==> config.mk <==
export PLATFORM = sky130hd
export DESIGN_NAME = sio_fifo_pair
export DESIGN_NICKNAME = d
export VERILOG_FILES = /design/src/rtl/sio_fifo_pkg.sv /design/src/rtl/sio_byte_fifo.sv /design/src/rtl/sio_rx_req.sv /design/src/rtl/sio_tx_req.sv /design/src/rtl/sio_fifo_pair.sv
export SDC_FILE = /design/constraint.sdc
export NUM_CORES = 1
export LEC_CHECK = 0
export BUFFER_PORTS_ARGS = -buffer_cell sky130_fd_sc_hd__buf_2
export CAP_MARGIN = 5
export CORE_UTILIZATION = 55
export CTS_BUF_LIST = sky130_fd_sc_hd__clkbuf_16
export CTS_CLUSTER_DIAMETER = 80
export CTS_CLUSTER_SIZE = 28
export DETAILED_ROUTE_END_ITERATION = 10
export PLACE_DENSITY = 0.73
export SLEW_MARGIN = 20
export SYNTH_ARGS = -nofsm -noshare
export SYNTH_HDL_FRONTEND = slang
export SYNTH_SLANG_ARGS = --single-unit
==> constraint.sdc <==
create_clock -name clk -period 5 [get_ports clk]
set_input_delay 0.5 -clock clk [delete_from_list [all_inputs] [get_ports clk]]
set_output_delay 0.5 -clock clk [all_outputs]
set_load 0.05 [all_outputs]
==> src/rtl/sio_fifo_pkg.sv <==
package sio_fifo_pkg;

  typedef enum logic [1:0] {
    MODE_SINGLE      = 2'd0,
    MODE_THRESHOLD   = 2'd1,
    MODE_TRANSPARENT = 2'd2
  } req_mode_e;

  function automatic req_mode_e pick_mode(input logic en, input logic transp);
    if (!en)         return MODE_SINGLE;
    else if (transp) return MODE_TRANSPARENT;
    else             return MODE_THRESHOLD;
  endfunction

  // Clamp a raw trigger to the range 1..depth.
  function automatic int unsigned clamp_trigger(input int unsigned raw,
                                                input int unsigned depth);
    if (raw == 0)     return 1;
    if (raw > depth)  return depth;
    return raw;
  endfunction

endpackage

==> src/rtl/sio_byte_fifo.sv <==
module sio_byte_fifo #(
  parameter int DEPTH = 8,
  parameter int DW    = 8,
  localparam int LW   = $clog2(DEPTH + 1),
  localparam int PW   = (DEPTH > 1) ? $clog2(DEPTH) : 1
) (
  input  logic          clk,
  input  logic          rst_n,
  input  logic          en,
  input  logic          flush,
  input  logic          in_valid,
  output logic          in_ready,
  input  logic [DW-1:0] in_data,
  output logic          out_valid,
  input  logic          out_ready,
  output logic [DW-1:0] out_data,
  output logic [LW-1:0] level
);

  localparam logic [LW-1:0] CAP_FULL = LW'(DEPTH);
  localparam logic [LW-1:0] CAP_ONE  = LW'(1);
  localparam logic [PW-1:0] LAST_PTR = PW'(DEPTH - 1);

  logic [DW-1:0] store [DEPTH];
  logic [PW-1:0] wr_ptr, rd_ptr;
  logic [LW-1:0] count;
  logic [LW-1:0] cap;
  logic          push_fire, pop_fire;

  assign cap       = en ? CAP_FULL : CAP_ONE;
  assign in_ready  = !flush && (count < cap);
  assign out_valid = (count != '0);
  assign push_fire = in_valid && in_ready;
  assign pop_fire  = out_valid && out_ready && !flush;
  assign out_data  = store[rd_ptr];
  assign level     = count;

  function automatic logic [PW-1:0] bump(input logic [PW-1:0] p);
    return (p == LAST_PTR) ? '0 : p + PW'(1);
  endfunction

  always_ff @(posedge clk) begin
    if (push_fire) store[wr_ptr] <= in_data;
  end

  always_ff @(posedge clk or negedge rst_n) begin
    if (!rst_n) begin
      wr_ptr <= '0;
      rd_ptr <= '0;
      count  <= '0;
    end else if (flush) begin
      wr_ptr <= '0;
      rd_ptr <= '0;
      count  <= '0;
    end else begin
      if (push_fire) wr_ptr <= bump(wr_ptr);
      if (pop_fire)  rd_ptr <= bump(rd_ptr);
      unique case ({push_fire, pop_fire})
        2'b10:   count <= count + LW'(1);
        2'b01:   count <= count - LW'(1);
        default: count <= count;
      endcase
    end
  end

endmodule

==> src/rtl/sio_rx_req.sv <==
module sio_rx_req
  import sio_fifo_pkg::*;
#(
  parameter int DEPTH = 8,
  localparam int LW   = $clog2(DEPTH + 1)
) (
  input  logic          en,
  input  logic          transparent,
  input  logic [LW-1:0] trigger,
  input  logic [LW-1:0] level,
  output logic          req
);

  logic [LW-1:0] trig_eff;
  req_mode_e     mode;

  assign trig_eff = LW'(clamp_trigger(int'(trigger), DEPTH));
  assign mode     = pick_mode(en, transparent);

  always_comb begin
    unique case (mode)
      MODE_SINGLE:      req = (level != '0);
      MODE_TRANSPARENT: req = (level != '0);
      default:          req = (level >= trig_eff);
    endcase
  end

endmodule

==> src/rtl/sio_tx_req.sv <==
module sio_tx_req
  import sio_fifo_pkg::*;
#(
  parameter int DEPTH = 8,
  localparam int LW   = $clog2(DEPTH + 1)
) (
  input  logic          clk,
  input  logic          rst_n,
  input  logic          en,
  input  logic          transparent,
  input  logic [LW-1:0] trigger,
  input  logic [LW-1:0] level,
  input  logic          push_fire,
  input  logic          pop_fire,
  output logic          req
);

  localparam logic [LW-1:0] DEPTH_L   = LW'(DEPTH);
  localparam logic [LW-1:0] NEAR_FULL = LW'(DEPTH - 1);

  logic [LW-1:0] trig_eff;
  logic [LW-1:0] free_slots;
  logic          stored_pulse;
  logic          leaves_room;
  req_mode_e     mode;

  assign trig_eff    = LW'(clamp_trigger(int'(trigger), DEPTH));
  assign free_slots  = DEPTH_L - level;
  assign mode        = pick_mode(en, transparent);
  // A write alone at DEPTH-1 fills the queue; a write paired with a pop cannot.
  assign leaves_room = !(level == NEAR_FULL && !pop_fire);

  always_ff @(posedge clk or negedge rst_n) begin
    if (!rst_n) stored_pulse <= 1'b0;
    else        stored_pulse <= push_fire && leaves_room;
  end

  always_comb begin
    unique case (mode)
      MODE_SINGLE:      req = (level == '0);
      MODE_TRANSPARENT: req = stored_pulse;
      default:          req = (free_slots >= trig_eff);
    endcase
  end

endmodule

==> src/rtl/sio_fifo_pair.sv <==
module sio_fifo_pair #(
  parameter int DEPTH = 8,
  parameter int DW    = 8,
  localparam int LW   = $clog2(DEPTH + 1)
) (
  input  logic          clk,
  input  logic          rst_n,
  input  logic          rx_fifo_en,
  input  logic          rx_flush,
  input  logic          rx_transparent,
  input  logic [LW-1:0] rx_trigger,
  input  logic          rx_sh_valid,
  input  logic [DW-1:0] rx_sh_data,
  output logic          rx_rd_valid,
  input  logic          rx_rd_ready,
  output logic [DW-1:0] rx_rd_data,
  output logic [LW-1:0] rx_level,
  output logic          rx_overrun,
  output logic          rx_req,
  input  logic          tx_fifo_en,
  input  logic          tx_flush,
  input  logic          tx_transparent,
  input  logic [LW-1:0] tx_trigger,
  input  logic          tx_wr_valid,
  output logic          tx_wr_ready,
  input  logic [DW-1:0] tx_wr_data,
  output logic          tx_sh_valid,
  input  logic          tx_sh_ready,
  output logic [DW-1:0] tx_sh_data,
  output logic [LW-1:0] tx_level,
  output logic          tx_req
);

  logic rx_room;
  logic rx_drop;
  logic tx_push_fire, tx_pop_fire;

  // Receive path
  sio_byte_fifo #(.DEPTH(DEPTH), .DW(DW)) u_rx_fifo (
    .clk       (clk),
    .rst_n     (rst_n),
    .en        (rx_fifo_en),
    .flush     (rx_flush),
    .in_valid  (rx_sh_valid),
    .in_ready  (rx_room),
    .in_data   (rx_sh_data),
    .out_valid (rx_rd_valid),
    .out_ready (rx_rd_ready),
    .out_data  (rx_rd_data),
    .level     (rx_level)
  );

  assign rx_drop = rx_sh_valid && !rx_flush && !rx_room;

  always_ff @(posedge clk or negedge rst_n) begin
    if (!rst_n) rx_overrun <= 1'b0;
    else        rx_overrun <= rx_drop;
  end

  sio_rx_req #(.DEPTH(DEPTH)) u_rx_req (
    .en          (rx_fifo_en),
    .transparent (rx_transparent),
    .trigger     (rx_trigger),
    .level       (rx_level),
    .req         (rx_req)
  );

  // Transmit path
  sio_byte_fifo #(.DEPTH(DEPTH), .DW(DW)) u_tx_fifo (
    .clk       (clk),
    .rst_n     (rst_n),
    .en        (tx_fifo_en),
    .flush     (tx_flush),
    .in_valid  (tx_wr_valid),
    .in_ready  (tx_wr_ready),
    .in_data   (tx_wr_data),
    .out_valid (tx_sh_valid),
    .out_ready (tx_sh_ready),
    .out_data  (tx_sh_data),
    .level     (tx_level)
  );

  assign tx_push_fire = tx_wr_valid && tx_wr_ready;
  assign tx_pop_fire  = tx_sh_valid && tx_sh_ready && !tx_flush;

  sio_tx_req #(.DEPTH(DEPTH)) u_tx_req (
    .clk         (clk),
    .rst_n       (rst_n),
    .en          (tx_fifo_en),
    .transparent (tx_transparent),
    .trigger     (tx_trigger),
    .level       (tx_level),
    .push_fire   (tx_push_fire),
    .pop_fire    (tx_pop_fire),
    .req         (tx_req)
  );

endmodule

Word level (Yosys, flattened, before mapping):

Memory sizes are Yosys's and may differ from the RTL's.
Index checks and enable logic that the tools add are counted.
Widths: inputs -> output; s select.

* memory bits (writable): 128
* register bits: 22
* memories: 2
* output and inout port bits: 30
* bits of input ports: 36
* logic and storage cells: 109

Memories
* u_rx_fifo.store: depth 8, width 8, rd ports 1, clocked after memory_dff 0, write ports 1, RTL line sio_byte_fifo.sv:24 `logic [DW-1:0] store [DEPTH];`
* u_tx_fifo.store: depth 8, width 8, rd ports 1, clocked after memory_dff 0, write ports 1, RTL line sio_byte_fifo.sv:24

* order comparisons: 6
* reduce and logical (&&, ||, !) cells: 31
* add/sub/neg operators: 9
* muxes and demuxes: 42
* equality and inequality tests: 11

Operators by type and width (number)
* $mux 4: 10
* $mux 3: 12
* $pmux 4 s2: 2
* $mux 1: 13
* $add 3x1->3 const B: 4
* $eq 3x3->1 const B: 4
* $logic_and 1x1->1: 12
* $logic_not 4->1: 3
* $add 4x1->4 const B: 2
* $eq 2x2->1 const B: 4
* $ge 4x4->1: 2
* $gt 4x4->1 const B: 2
* $lt 4x4->1: 2
* $mux 2: 4
* $reduce_bool 2->1: 4
* $reduce_bool 4->1: 2
* $sub 4x1->4 const B: 2
* $reduce_bool 3->1: 2
* $logic_not 1->1: 5
* $eq 2x1->1 const B: 2
* $eq 4x3->1 const B: 1
* $logic_not 2->1: 2
* $sub 4x4->4 const A: 1
* $pmux 1 s2: 1
* $reduce_or 2->1: 1

Longest topological paths before layout:

Gate-level depths: netlist of run 1.

* depth in word-level cells: 7
* gate-level depth with buffers: 12
* depth with buffers taken out: 11

Modules after synthesis:

A second synthesis of run 1 with hierarchy kept.

* cells, all modules: 406
* area total of the unflattened synthesis: 6787.8 um2

Modules (own cells, without submodules)
* sio_byte_fifo (u_rx_fifo): times used 1, area an instance 3188.1 um2, seq. area each 2172.1 um2, cells each 177
* sio_byte_fifo (u_tx_fifo): times used 1, area an instance 3175.5 um2, seq. area each 2172.1 um2, cells each 177
* sio_tx_req: times used 1, area an instance 235.2 um2, seq. area each 25.0 um2, cells each 29
* sio_rx_req: times used 1, area an instance 136.4 um2, seq. area each 0.0 um2, cells each 19
* sio_fifo_pair: times used 1, area an instance 52.6 um2, seq. area each 25.0 um2, cells each 4

Least setup slack after synthesis of run 1:

No wires, ideal clock.

* kind: register to register
* from: register u_tx_fifo.count[3] (netlist: u_tx_fifo.level[3])
* to: memory u_tx_fifo.store[0][0] (enable)
* buffers on the path: 0
* arrival time: 2.972 ns
* period minus slack after synthesis: 3.355 ns
* setup slack: 1.645 ns
* required time: 4.617 ns
* library setup time: 0.383 ns
* cell stages (with the launch flop): 7
* cells stage by stage: dfrtp_1 ha_1 o41ai_2 nor3b_2 nand2_2 or2_1 nor3_1

* longest elaborated chain between the ends: 5

Ends and longest elaborated chain
* start, declared: RTL line sio_byte_fifo.sv:26 `logic [LW-1:0] count;`
* start signal, assigned: RTL line sio_byte_fifo.sv:59 `2'b10: count <= count + LW'(1);`
* start signal, assigned: RTL line sio_byte_fifo.sv:60 `2'b01: count <= count - LW'(1);`
* start signal, assigned: RTL line sio_byte_fifo.sv:61 `default: count <= count;`
* $lt 4x4->1: RTL line sio_byte_fifo.sv:31 `assign in_ready = !flush && (count < cap);`
* $logic_and 1x1->1: RTL line sio_byte_fifo.sv:31
* net tx_wr_ready: RTL line sio_fifo_pair.sv:25 `output logic tx_wr_ready,`
* $logic_and 1x1->1: RTL line sio_byte_fifo.sv:33 `assign push_fire = in_valid && in_ready;`
* $mux 1: RTL line sio_byte_fifo.sv:43 `if (push_fire) store[wr_ptr] <= in_data;`
* $mux 1 (implied by the code): RTL line sio_byte_fifo.sv:43
* end, declared: RTL line sio_byte_fifo.sv:24

The timed path passes the listed nets, and every way through them passes these cells.

Final worst setup path of run 1:

* from: register u_tx_fifo.count[0] (netlist: u_tx_fifo.level[0])
* to: output tx_req

* longest elaborated chain between the ends: 3
* elaborated cells between the ends (all ways): 4
* those cells by class: 1 x add/sub; 1 x order compare; 1 x mux; 1 x reduce/logical

Ends and longest elaborated chain
* $sub 4x4->4: RTL line sio_tx_req.sv:28 `assign free_slots = DEPTH_L - level;`
* $ge 4x4->1: RTL line sio_tx_req.sv:42 `default: req = (free_slots >= trig_eff);`
* $pmux 1 s2 (*): RTL line sio_tx_req.sv:39 `unique case (mode)`
* end, declared: RTL line sio_fifo_pair.sv:31 `output logic tx_req`

Mark *: on every way between the ends. The rest lies on a longest branch, timed or not.

==> impl_metrics.env, run 1 <==
export IMPL_die_area_um2=12500
export IMPL_slowest_stage="dfrtp_1"
export IMPL_critical_path_required_ps=4500
export IMPL_ir_drop_v=0.000297
export IMPL_place_port_buffers=65
export IMPL_cts_max_level=4
export IMPL_clkLatencyLatePin_ps=410
export IMPL_fin_crit_sh_pct=61.0
export IMPL_antenna_left=0
export IMPL_start_util_pct=57.1
export IMPL_path_cells="inv_1 > ha_1 > ha_1 > a21o_1 > a21o_1 > a211oi_1 > o22ai_1 > buf_2"
export IMPL_synthCells=386
export IMPL_rows=39
export IMPL_drv_cap=0
export IMPL_dp_hpwl_um=7660
export IMPL_gp_congestion=0.752
export IMPL_slew_viol_final=0
export IMPL_violations="DRC"
export IMPL_setup_viol=0
export IMPL_instances_no_fill=615
export IMPL_antenna_found_initial=0
export IMPL_async_flop_share_pct=14.7
export IMPL_cts_made_buffers=17
export IMPL_drive_above_1_share_pct=33.7
export IMPL_powerDensity_nw_per_um2=515
export IMPL_cts_tree="built"
export IMPL_clock_path_buffers=2
export IMPL_worstHoldPathType="input port to asynchronous set/reset pin"
export IMPL_comb_power_share_pct=27.5
export IMPL_p_clk_share_pct=32.2
export IMPL_internal_power_mw=2.68
export IMPL_grt_remaining_overflow=0
export IMPL_drt_first_pass_iters=7
export IMPL_slew_headroom_pct=41.1
export IMPL_fin_nets=519
export IMPL_grt_pass1_wl_um=19400
export IMPL_fmax_mhz=328
export IMPL_wl_um=11800
export IMPL_crit_fanout=9
export IMPL_track_usage_pct=21.1
export IMPL_post_cts_resized=0
export IMPL_crit_family="compound AO/OA/AOI/OAI gates"
export IMPL_criticalPathCategory="flop to output pin"
export IMPL_whs_ps=56.2
export IMPL_yosysTopAreaCellShare_pct=58.2
export IMPL_post_cts_buffers=0
export IMPL_synthTopCellsByArea="edfxtp_1 58%, mux4_2 11%, dfrtp_1 8.3%"
export IMPL_end_kind="output pin"
export IMPL_ys_seq_elements=150
export IMPL_setup_tns_ps=0
export IMPL_cts_reportedPaths_clkPinSlew_ps=60
export IMPL_worstSetupStartpointType="flop"
export IMPL_syn_cell_area_um2=6610
export IMPL_fin_util_pct=66.3
export IMPL_sw_frac_of_total_pct=32.2
export IMPL_yosysTopAreaCell="edfxtp_1"
export IMPL_avgViaCountPerCell=5.90
export IMPL_dpl_cell_count=583
export IMPL_p_leak_nw=2.84
export IMPL_coreArea_um2=11600
export IMPL_drc=3
export IMPL_outcome="complete, but fails checks"
export IMPL_die_w_um=112
export IMPL_antenna_cells=0
export IMPL_cts_sinks=150
export IMPL_io_pins=66
export IMPL_hold_violations=0
export IMPL_fp_dieH_um=112
export IMPL_ys_warn_count=0
export IMPL_path_buf_inv=2
export IMPL_power_switching_mw=1.27
export IMPL_fin_crit_ps=3050
export IMPL_synth_distinct_cells=49
export IMPL_vias=3626
export IMPL_tightest_slew_ps=880
export IMPL_cts_root_buf="clkbuf_16"
export IMPL_synth_nets=446
export IMPL_fillCellCount=787
export IMPL_drtIter0Drc=234
export IMPL_synthFlopType="edfxtp_1"
export IMPL_grt_max_degree=23
export IMPL_syn_to_final_growth_pct=16.1
export IMPL_drt_wirelength_per_cell_um=19.2
export IMPL_arrival_ps=2550
export IMPL_grt_setup_unrepaired="false"
export IMPL_critPathMaxStageDelay_ps=530
export IMPL_power_share_sequential_pct=40.3
export IMPL_synth_edf_count=128
export IMPL_grt_pass1_vias=3823
export IMPL_ctsHoldBuffers=0
export IMPL_synth_seq_area_share_pct=66.5
export IMPL_fin_skew_ps=7.42
export IMPL_avgSynthCellArea_um2=17.1
## metrics by stage
step	setup WS [ps]	power, mW	instance area [um2]
global route	1750	4.14	7670
detailed placement	2000	2.71	7070
global placement	2050	2.69	7070
CTS	1810	3.99	7660
floorplan	1650	2.49	6610
finish	1950	3.95	7670
## sequential cells by signal (all words and copies together), names as in the netlist
signal                 flops
rx_overrun                 1
u_rx_fifo.rd_ptr           3
u_tx_fifo.wr_ptr           3
u_rx_fifo.level            4
u_rx_fifo.store           64
u_tx_req.stored_pulse      1
u_tx_fifo.rd_ptr           3
u_tx_fifo.store           64
u_rx_fifo.wr_ptr           3
u_tx_fifo.level            4
## cell usage after synthesis, drive strengths merged (2+ instances only)
cell    instances
a211oi          2
a21o            5
a21oi           9
a31oi           2
buf            11
clkbuf          6
dfrtp          22
edfxtp        128
ha             23
inv            11
mux2           16
mux2i           4
mux4           32
nand2          15
nand2b          5
nand3           6
nand3b          6
nor2           32
nor3           11
nor3b           5
nor4b           2
o2111a          2
o21ai           5
o41ai           4
xnor2           7
## logic make-up after synthesis
family / Yosys count / share of synthesized area (%)
xor+xnor: 7 / 0.928
buf+inv: 28 / 2.03
simple gates: 91 / 7.88
fa+ha+maj: 24 / 4.66
flops: 150 / 66.5
mux: 52 / 14.2
compound gates: 34 / 3.79
## layout by cell type, fill, tap and decap left out, types with 6 or more instances in the layout
cell type / n
xnor2_1: 7
a21oi_1: 9
mux4_2: 32
dfrtp_1: 20
buf_4: 6
ha_1: 23
nand3b_1: 6
edfxtp_1: 128
nor2_1: 32
nand3_1: 6
inv_1: 15
buf_2: 65
mux2_2: 16
nand2_1: 13
nor3_1: 9
clkbuf_16: 17
## power groups by stage
stage	Clock (mW)	Combinational [mW]	Sequential, mW
2_1_floorplan	0	0.906	1.58
3_3_place_gp	0	1.07	1.62
3_5_place_dp	0	1.09	1.62
4_1_cts	1.29	1.10	1.60
5_1_grt	1.35	1.18	1.62
6_report	1.27	1.09	1.59
## path summary, 6_finish.rpt
check	slack (ps)	start	cells after the start	end
worst max-delay path	1950	u_tx_fifo.level[0]	8	tx_req
worst min-delay path	60	rst_n	1	u_rx_fifo.wr_ptr[1]
worst max register to register	2090	u_tx_fifo.level[0]	11	u_tx_fifo.level[3]
worst min register to register	610	u_tx_fifo.wr_ptr[0]	2	u_tx_fifo.wr_ptr[0]
max in group asynchronous	4570	rst_n	1	u_tx_fifo.rd_ptr[0]
min in group clk	350	rx_sh_data[6]	1	u_rx_fifo.store[5][6]
## worst reg2reg max path, delay by kind of cell, from the launching register on
kind | cells | cell delay, ps
compound gates | 4 | 770
flops | 1 | 530
fa+ha+maj | 2 | 550
simple gates | 4 | 810
buf+inv | 1 | 110
## cell type report
type / count / area, um2 / area share, %
Clock inverter: 15 / 171 / 2.23
Clock buffer: 17 / 425 / 5.55
Inverter: 11 / 41.3 / 0.538
Timing Repair Buffer: 71 / 370 / 4.83
Multi-Input combinational cell: 208 / 2090 / 27.2
Sequential cell: 150 / 4400 / 57.3
Tap cell: 143 / 179 / 2.33
## routing by layer
metal	GRT usage, %	share of wire, %
met1	25.9	43
met2	36.4	51
met3	5.06	3.8
met4	8.29	1.5
met5	0	0
No activity file was read; power rests on OpenSTA's default activity.
==> run 2: changes to the inputs <==
--- a/config.mk
+++ b/config.mk
@@ -5,6 +5,7 @@
 export SDC_FILE = /design/constraint.sdc
 export NUM_CORES = 1
 export LEC_CHECK = 0
+export ABC_AREA = 1
 export BUFFER_PORTS_ARGS = -buffer_cell sky130_fd_sc_hd__buf_2
 export CAP_MARGIN = 5
 export CORE_UTILIZATION = 55
==> constraint.sdc (replaced) <==
create_clock -name clk -period 2.9 [get_ports clk]
set_input_delay 0.29 -clock clk [delete_from_list [all_inputs] [get_ports clk]]
set_output_delay 0.29 -clock clk [all_outputs]
set_load 0.05 [all_outputs]
==> impl_metrics.env, run 2 <==
export IMPL_yosysTopAreaCell="edfxtp_1"
export IMPL_drt_first_pass_iters=6
export IMPL_fin_nets=758
export IMPL_syn_cell_area_um2=6760
export IMPL_crit_fanout=6
export IMPL_fp_dieH_um=113
export IMPL_path_cells="inv_1 > ha_1 > ha_1 > inv_1 > nor2_1 > o211ai_1 > nand3_1 > nand2_1 > o211ai_1 > buf_2"
export IMPL_grt_pass1_wl_um=22400
export IMPL_ir_drop_v=0.000659
export IMPL_wl_met1_um=5800
export IMPL_dp_hpwl_um=9110
export IMPL_cts_made_buffers=17
export IMPL_crit_family="adder cells"
export IMPL_track_usage_pct=23.4
export IMPL_final_cell_mix="132 x nor2_1, 128 x edfxtp_1, 81 x o21ai_0"
export IMPL_hold_end="rx_overrun"
export IMPL_finalPower_mw=5.43
export IMPL_wl_met2_um=6990
export IMPL_synthTopCellsByArea="edfxtp_1 57%, dfrtp_1 8.1%, nor2_1 7.3%"
export IMPL_antenna_left=0
export IMPL_critical_path_required_ps=2610
export IMPL_grt_pass1_vias=4606
export IMPL_cts_tree="built"
export IMPL_worstReg2RegStart="u_tx_fifo.level[0]"
export IMPL_drc=0
export IMPL_slowest_stage="dfrtp_1"
export IMPL_syn_to_final_growth_pct=17.8
export IMPL_fin_crit_sh_pct=91.2
export IMPL_synth_distinct_cells=36
export IMPL_fmax_mhz=378
export IMPL_met3_length_um=613
export IMPL_p_leak_nw=3.25
export IMPL_cts_sinks=150
export IMPL_synth_edf_count=128
export IMPL_end_kind="output pin"
export IMPL_drtIter0Drc=368
export IMPL_fin_util_pct=66.2
export IMPL_ys_warn_count=0
export IMPL_rows=40
export IMPL_synth_common_cells="132 x nor2_1, 128 x edfxtp_1, 81 x o21ai_0"
export IMPL_yosysMostFrequentCell="nor2_1"
export IMPL_worstHoldPathType="input port to flop"
export IMPL_cts_max_level=4
export IMPL_io_pins=66
export IMPL_post_cts_resized=0
export IMPL_ff2ff_setup_slack_ps=460
export IMPL_place_port_buffers=65
export IMPL_synthCells=608
export IMPL_drive_above_1_share_pct=20.1
export IMPL_ys_seq_elements=150
export IMPL_worstReg2RegEnd="u_tx_fifo.level[3]"
export IMPL_worstSetupStartpointType="flop"
export IMPL_fillCellCount=911
export IMPL_start_util_pct=56.2
export IMPL_drt_wirelength_per_cell_um=15.9
export IMPL_grt_remaining_overflow=0
export IMPL_cts_root_buf="clkbuf_16"
export IMPL_avgViaCountPerCell=5.53
export IMPL_path_buf_inv=3
export IMPL_setup_viol=0
export IMPL_vias=4744
export IMPL_slew_headroom_pct=46.7
export IMPL_cts_reportedPaths_clkPinSlew_ps=60
export IMPL_yosysTopAreaCellShare_pct=56.9
export IMPL_clkLatencyLatePin_ps=420
export IMPL_clock_path_buffers=2
export IMPL_antenna_found_initial=0
export IMPL_fin_skew_ps=7.43
export IMPL_synthFlopType="edfxtp_1"
export IMPL_hold_depth=3
export IMPL_outcome="complete, no violations"
export IMPL_layout_commonest_cell="nor2_1"
export IMPL_grt_max_degree=34
export IMPL_gp_congestion=0.846
export IMPL_whs_ps=124
export IMPL_antenna_cells=0
export IMPL_slew_viol_final=0
export IMPL_grt_setup_unrepaired="false"
export IMPL_tightest_slew_ps=798
export IMPL_arrival_ps=2350
export IMPL_die_area_um2=12700
export IMPL_synth_seq_area_share_pct=65.0
export IMPL_powerDensity_nw_per_um2=682
export IMPL_avgSynthCellArea_um2=11.1
export IMPL_hold_violations=0
export IMPL_min_delay_start="rx_sh_valid"
export IMPL_reg_top3="u_rx_fifo.store (64), u_tx_fifo.store (64)"
export IMPL_reg2reg_depth=16
export IMPL_criticalPathCategory="flop to output pin"
export IMPL_fin_crit_ps=2640
export IMPL_synth_nets=668
export IMPL_coreArea_um2=12000
export IMPL_wl_um=13700
export IMPL_setup_tns_ps=0
export IMPL_async_flop_share_pct=14.7
export IMPL_die_w_um=113
export IMPL_highest_layer="met4"
export IMPL_drv_cap=0
export IMPL_critPathMaxStageDelay_ps=450
[run 2: changes by cell type in the layout (fill, tap and decap cells not counted), moves of 6 or more]
cell / previous run / this run
a31oi_1: 2 / 16
inv_6: 0 / 7
nor2_1: 32 / 132
buf_4: 6 / 24
xnor2_1: 7 / 1
mux2_2: 16 / 0
inv_1: 15 / 36
o22ai_1: 1 / 16
nand3_1: 6 / 17
mux4_2: 32 / 0
o21ai_0: 3 / 81
nand2_1: 13 / 66
[run 2: report_power, final]
part           leakage, nW  internal, mW  switching (mW)
combinational         1.50         0.232           0.597
clock                0.289          1.29           0.893
sequential            1.46          2.38          0.0367
[run 2: worst max path at each step]
| stage | endpoint | depth (start not counted) | slack, ps | startpoint |
|---|---|---|---|---|
| final | tx_req | 10 | 260 | u_tx_fifo.level[0] |
| after detailed placement | u_tx_fifo.level[3] | 16 | 470 | u_tx_fifo.level[0] |
| after CTS | tx_req | 10 | 220 | u_tx_fifo.level[0] |
| after global placement | u_tx_fifo.level[3] | 16 | 640 | u_tx_fifo.level[0] |
| after global routing | tx_req | 9 | 60 | u_tx_fifo.level[0] |
| after floorplan | u_tx_fifo.level[3] | 16 | 200 | u_tx_fifo.level[0] |
[run 2: tightest hold or removal path: cells and delay by family]
kind                   cells  cell delay, ps
and+or+nand+nor            1              60
buffers and inverters      1             120
AOI/OAI and AO/OA          1              40
[run 2: through the flow]
step           worst slack (ps)  instances  instance area, um2
2_1_floorplan               203        608                6760
3_3_place_gp                639        825                7360
3_5_place_dp                472        825                7360
4_1_cts                     223        858                7960
5_1_grt                    60.6        858                7960
6_report                    257        858                7960
[run 2: area by class of cell]
class | count | area, um2 | share of cell area [%]
Sequential cell | 150 | 4390 | 55.2
Multi-Input combinational cell | 397 | 2110 | 26.6
Timing Repair Buffer | 90 | 515 | 6.48
Clock buffer | 17 | 425 | 5.35
Tap cell | 147 | 184 | 2.31
Clock inverter | 15 | 163 | 2.04
Inverter | 42 | 160 | 2.01
[run 2: metal layers]
layer | vias up | global-route usage [%]
met5 | - | 0
met2 | 131 | 39.8
met3 | 23 | 5.46
li1 | 2322 | -
met4 | 0 | 9.42
met1 | 2268 | 28.9
[run 2: timing repair]
action,CTS,global route
buffers inserted,0,0
hold buffers,1,0
hold endpoints to repair,22,0
[run 2: cells by family after synthesis]
logic type	count (synthesis)	share of synthesized area, %
DFF	150	65.0
buffers and inverters	61	3.65
AOI/OAI and AO/OA	128	10.6
and+or+nand+nor	242	15.7
adders and majority gates	24	4.56
xor gates and xnor gates	3	0.389
==> run 3: changes to the inputs <==
==> constraint.sdc (replaced) <==
create_clock -name clk -period 3.4 [get_ports clk]
set_input_delay 0.34 -clock clk [delete_from_list [all_inputs] [get_ports clk]]
set_output_delay 0.34 -clock clk [all_outputs]
set_load 0.05 [all_outputs]
==> impl_metrics.env, run 3 (synthesized netlist as in run 2, its figures left out) <==
export IMPL_clock_path_buffers=2
export IMPL_clkLatencyLatePin_ps=420
export IMPL_syn_to_final_growth_pct=16.4
export IMPL_power_share_sequential_pct=45.0
export IMPL_antenna_left=0
export IMPL_grt_remaining_overflow=0
export IMPL_drt_wirelength_per_cell_um=16.2
export IMPL_post_cts_resized=0
export IMPL_die_area_um2=12700
export IMPL_end_kind="output pin"
export IMPL_fin_nets=747
export IMPL_dp_hpwl_um=8970
export IMPL_tightest_slew_ps=940
export IMPL_io_pins=66
export IMPL_track_usage_pct=23.3
export IMPL_slowest_stage="inv_1"
export IMPL_cts_root_buf="clkbuf_16"
export IMPL_sw_frac_of_total_pct=27.7
export IMPL_path_cells="buf_4 > inv_1 > o21ai_0 > o22ai_1 > nor2_1 > a31oi_1 > buf_2"
export IMPL_drive_above_1_share_pct=18.6
export IMPL_start_util_pct=56.2
export IMPL_fin_util_pct=65.5
export IMPL_grt_setup_unrepaired="false"
export IMPL_fillCellCount=905
export IMPL_grt_max_degree=35
export IMPL_reg_top3="u_rx_fifo.store (64), u_tx_fifo.store (64)"
export IMPL_drtIter0Drc=398
export IMPL_fp_dieH_um=113
export IMPL_rows=40
export IMPL_cts_max_level=4
export IMPL_layout_commonest_cell="nor2_1"
export IMPL_ctsHoldBuffers=1
export IMPL_worstHoldPathType="input port to flop"
export IMPL_vias=4768
export IMPL_wl_um=13700
export IMPL_critPathMaxStageDelay_ps=480
export IMPL_grt_pass1_vias=4745
export IMPL_placed_cell_area_um2=7280
export IMPL_p_clk_share_pct=39.5
export IMPL_criticalPathCategory="flop to output pin"
export IMPL_dp_slack_ps=954
export IMPL_comb_power_share_pct=15.4
export IMPL_crit_fanout=18
export IMPL_reg2reg_depth=16
export IMPL_drt_first_pass_iters=5
export IMPL_stdcell_area_um2=7860
export IMPL_setup_viol=0
export IMPL_drc=0
export IMPL_die_w_um=113
export IMPL_drv_cap=0
export IMPL_ir_drop_v=0.000436
export IMPL_p_leak_nw=3.18
export IMPL_slew_viol_final=0
export IMPL_fmax_mhz=359
export IMPL_hold_depth=3
export IMPL_antenna_cells=0
export IMPL_fin_crit_sh_pct=81.9
export IMPL_setup_tns_ps=0
export IMPL_cts_sinks=150
export IMPL_avgViaCountPerCell=5.63
export IMPL_post_cts_buffers=0
export IMPL_power_switching_mw=1.27
export IMPL_place_port_buffers=65
export IMPL_cts_reportedPaths_clkPinSlew_ps=60
export IMPL_final_cell_mix="132 x nor2_1, 128 x edfxtp_1, 81 x o21ai_0"
export IMPL_slew_headroom_pct=37.1
export IMPL_grt_pass1_wl_um=22600
export IMPL_fin_crit_ps=2780
export IMPL_antenna_found_initial=0
export IMPL_fin_skew_ps=5.94
export IMPL_worstSetupStartpointType="flop"
export IMPL_outcome="complete, no violations"
export IMPL_cts_made_buffers=17
export IMPL_internal_power_mw=3.31
export IMPL_coreArea_um2=12000
export IMPL_arrival_ps=2440
export IMPL_gp_congestion=0.842
export IMPL_cts_tree="built"
export IMPL_powerDensity_nw_per_um2=582
export IMPL_layout_setup_ws_ps=616
export IMPL_hold_violations=0
export IMPL_critical_path_required_ps=3060
==> run 3: final timing paths <==
check                                    start                  end  slack [ps]
max                        u_rx_fifo.rd_ptr[1]        rx_rd_data[2]         620
min                                rx_sh_valid           rx_overrun         190
max reg2reg                 u_tx_fifo.level[0]   u_tx_fifo.level[3]         940
min reg2reg                 u_tx_fifo.level[3]   u_tx_fifo.level[3]         600
max in group asynchronous                rst_n  u_rx_fifo.rd_ptr[2]        2580
min in group asynchronous                rst_n   u_rx_fifo.level[0]         450
==> run 3: final cells by class <==
| type | instances | area (um2) | share of cell area (%) |
|---|---|---|---|
| inverter | 42 | 160 | 2.04 |
| tap | 147 | 184 | 2.34 |
| multi-input combinational | 397 | 2110 | 26.9 |
| sequential | 150 | 4390 | 55.9 |
| timing repair buffer | 79 | 433 | 5.51 |
| clock buffer | 17 | 425 | 5.41 |
| clock inverter | 15 | 151 | 1.93 |
==> run 3: stage by stage <==
step	hold WS (ps)	std cells	power [mW]
after floorplan	44.4	608	2.61
after global placement	349	814	2.78
after detailed placement	361	814	2.80
after CTS	178	847	4.60
after global routing	187	847	4.74
final	193	847	4.57
==> run 3: worst max-delay path, delay by kind of cell (launching register included) <==
family	cells	cell delay, ps
buffers and inverters	3	1000
DFF	1	360
and+or+nand+nor	1	70
AOI/OAI and AO/OA	3	590
==> run 3: power groups by stage <==
| stage | Sequential (mW) | Clock [mW] | Combinational [mW] |
|---|---|---|---|
| 2_1_floorplan | 2.12 | 0 | 0.491 |
| 3_5_place_dp | 2.10 | 0 | 0.703 |
| 3_3_place_gp | 2.10 | 0 | 0.685 |
| 5_1_grt | 2.06 | 1.90 | 0.776 |
| 6_report | 2.06 | 1.81 | 0.706 |
| 4_1_cts | 2.06 | 1.83 | 0.709 |
==> run 3: metal layers <==
layer	vias to the layer above	part of all wire, %	global-route usage [%]
met5	-	0	0
met4	0	1.8	10.8
met3	23	5.7	4.77
met2	171	51	39.5
met1	2276	41	29.1
li1	2298	-	-
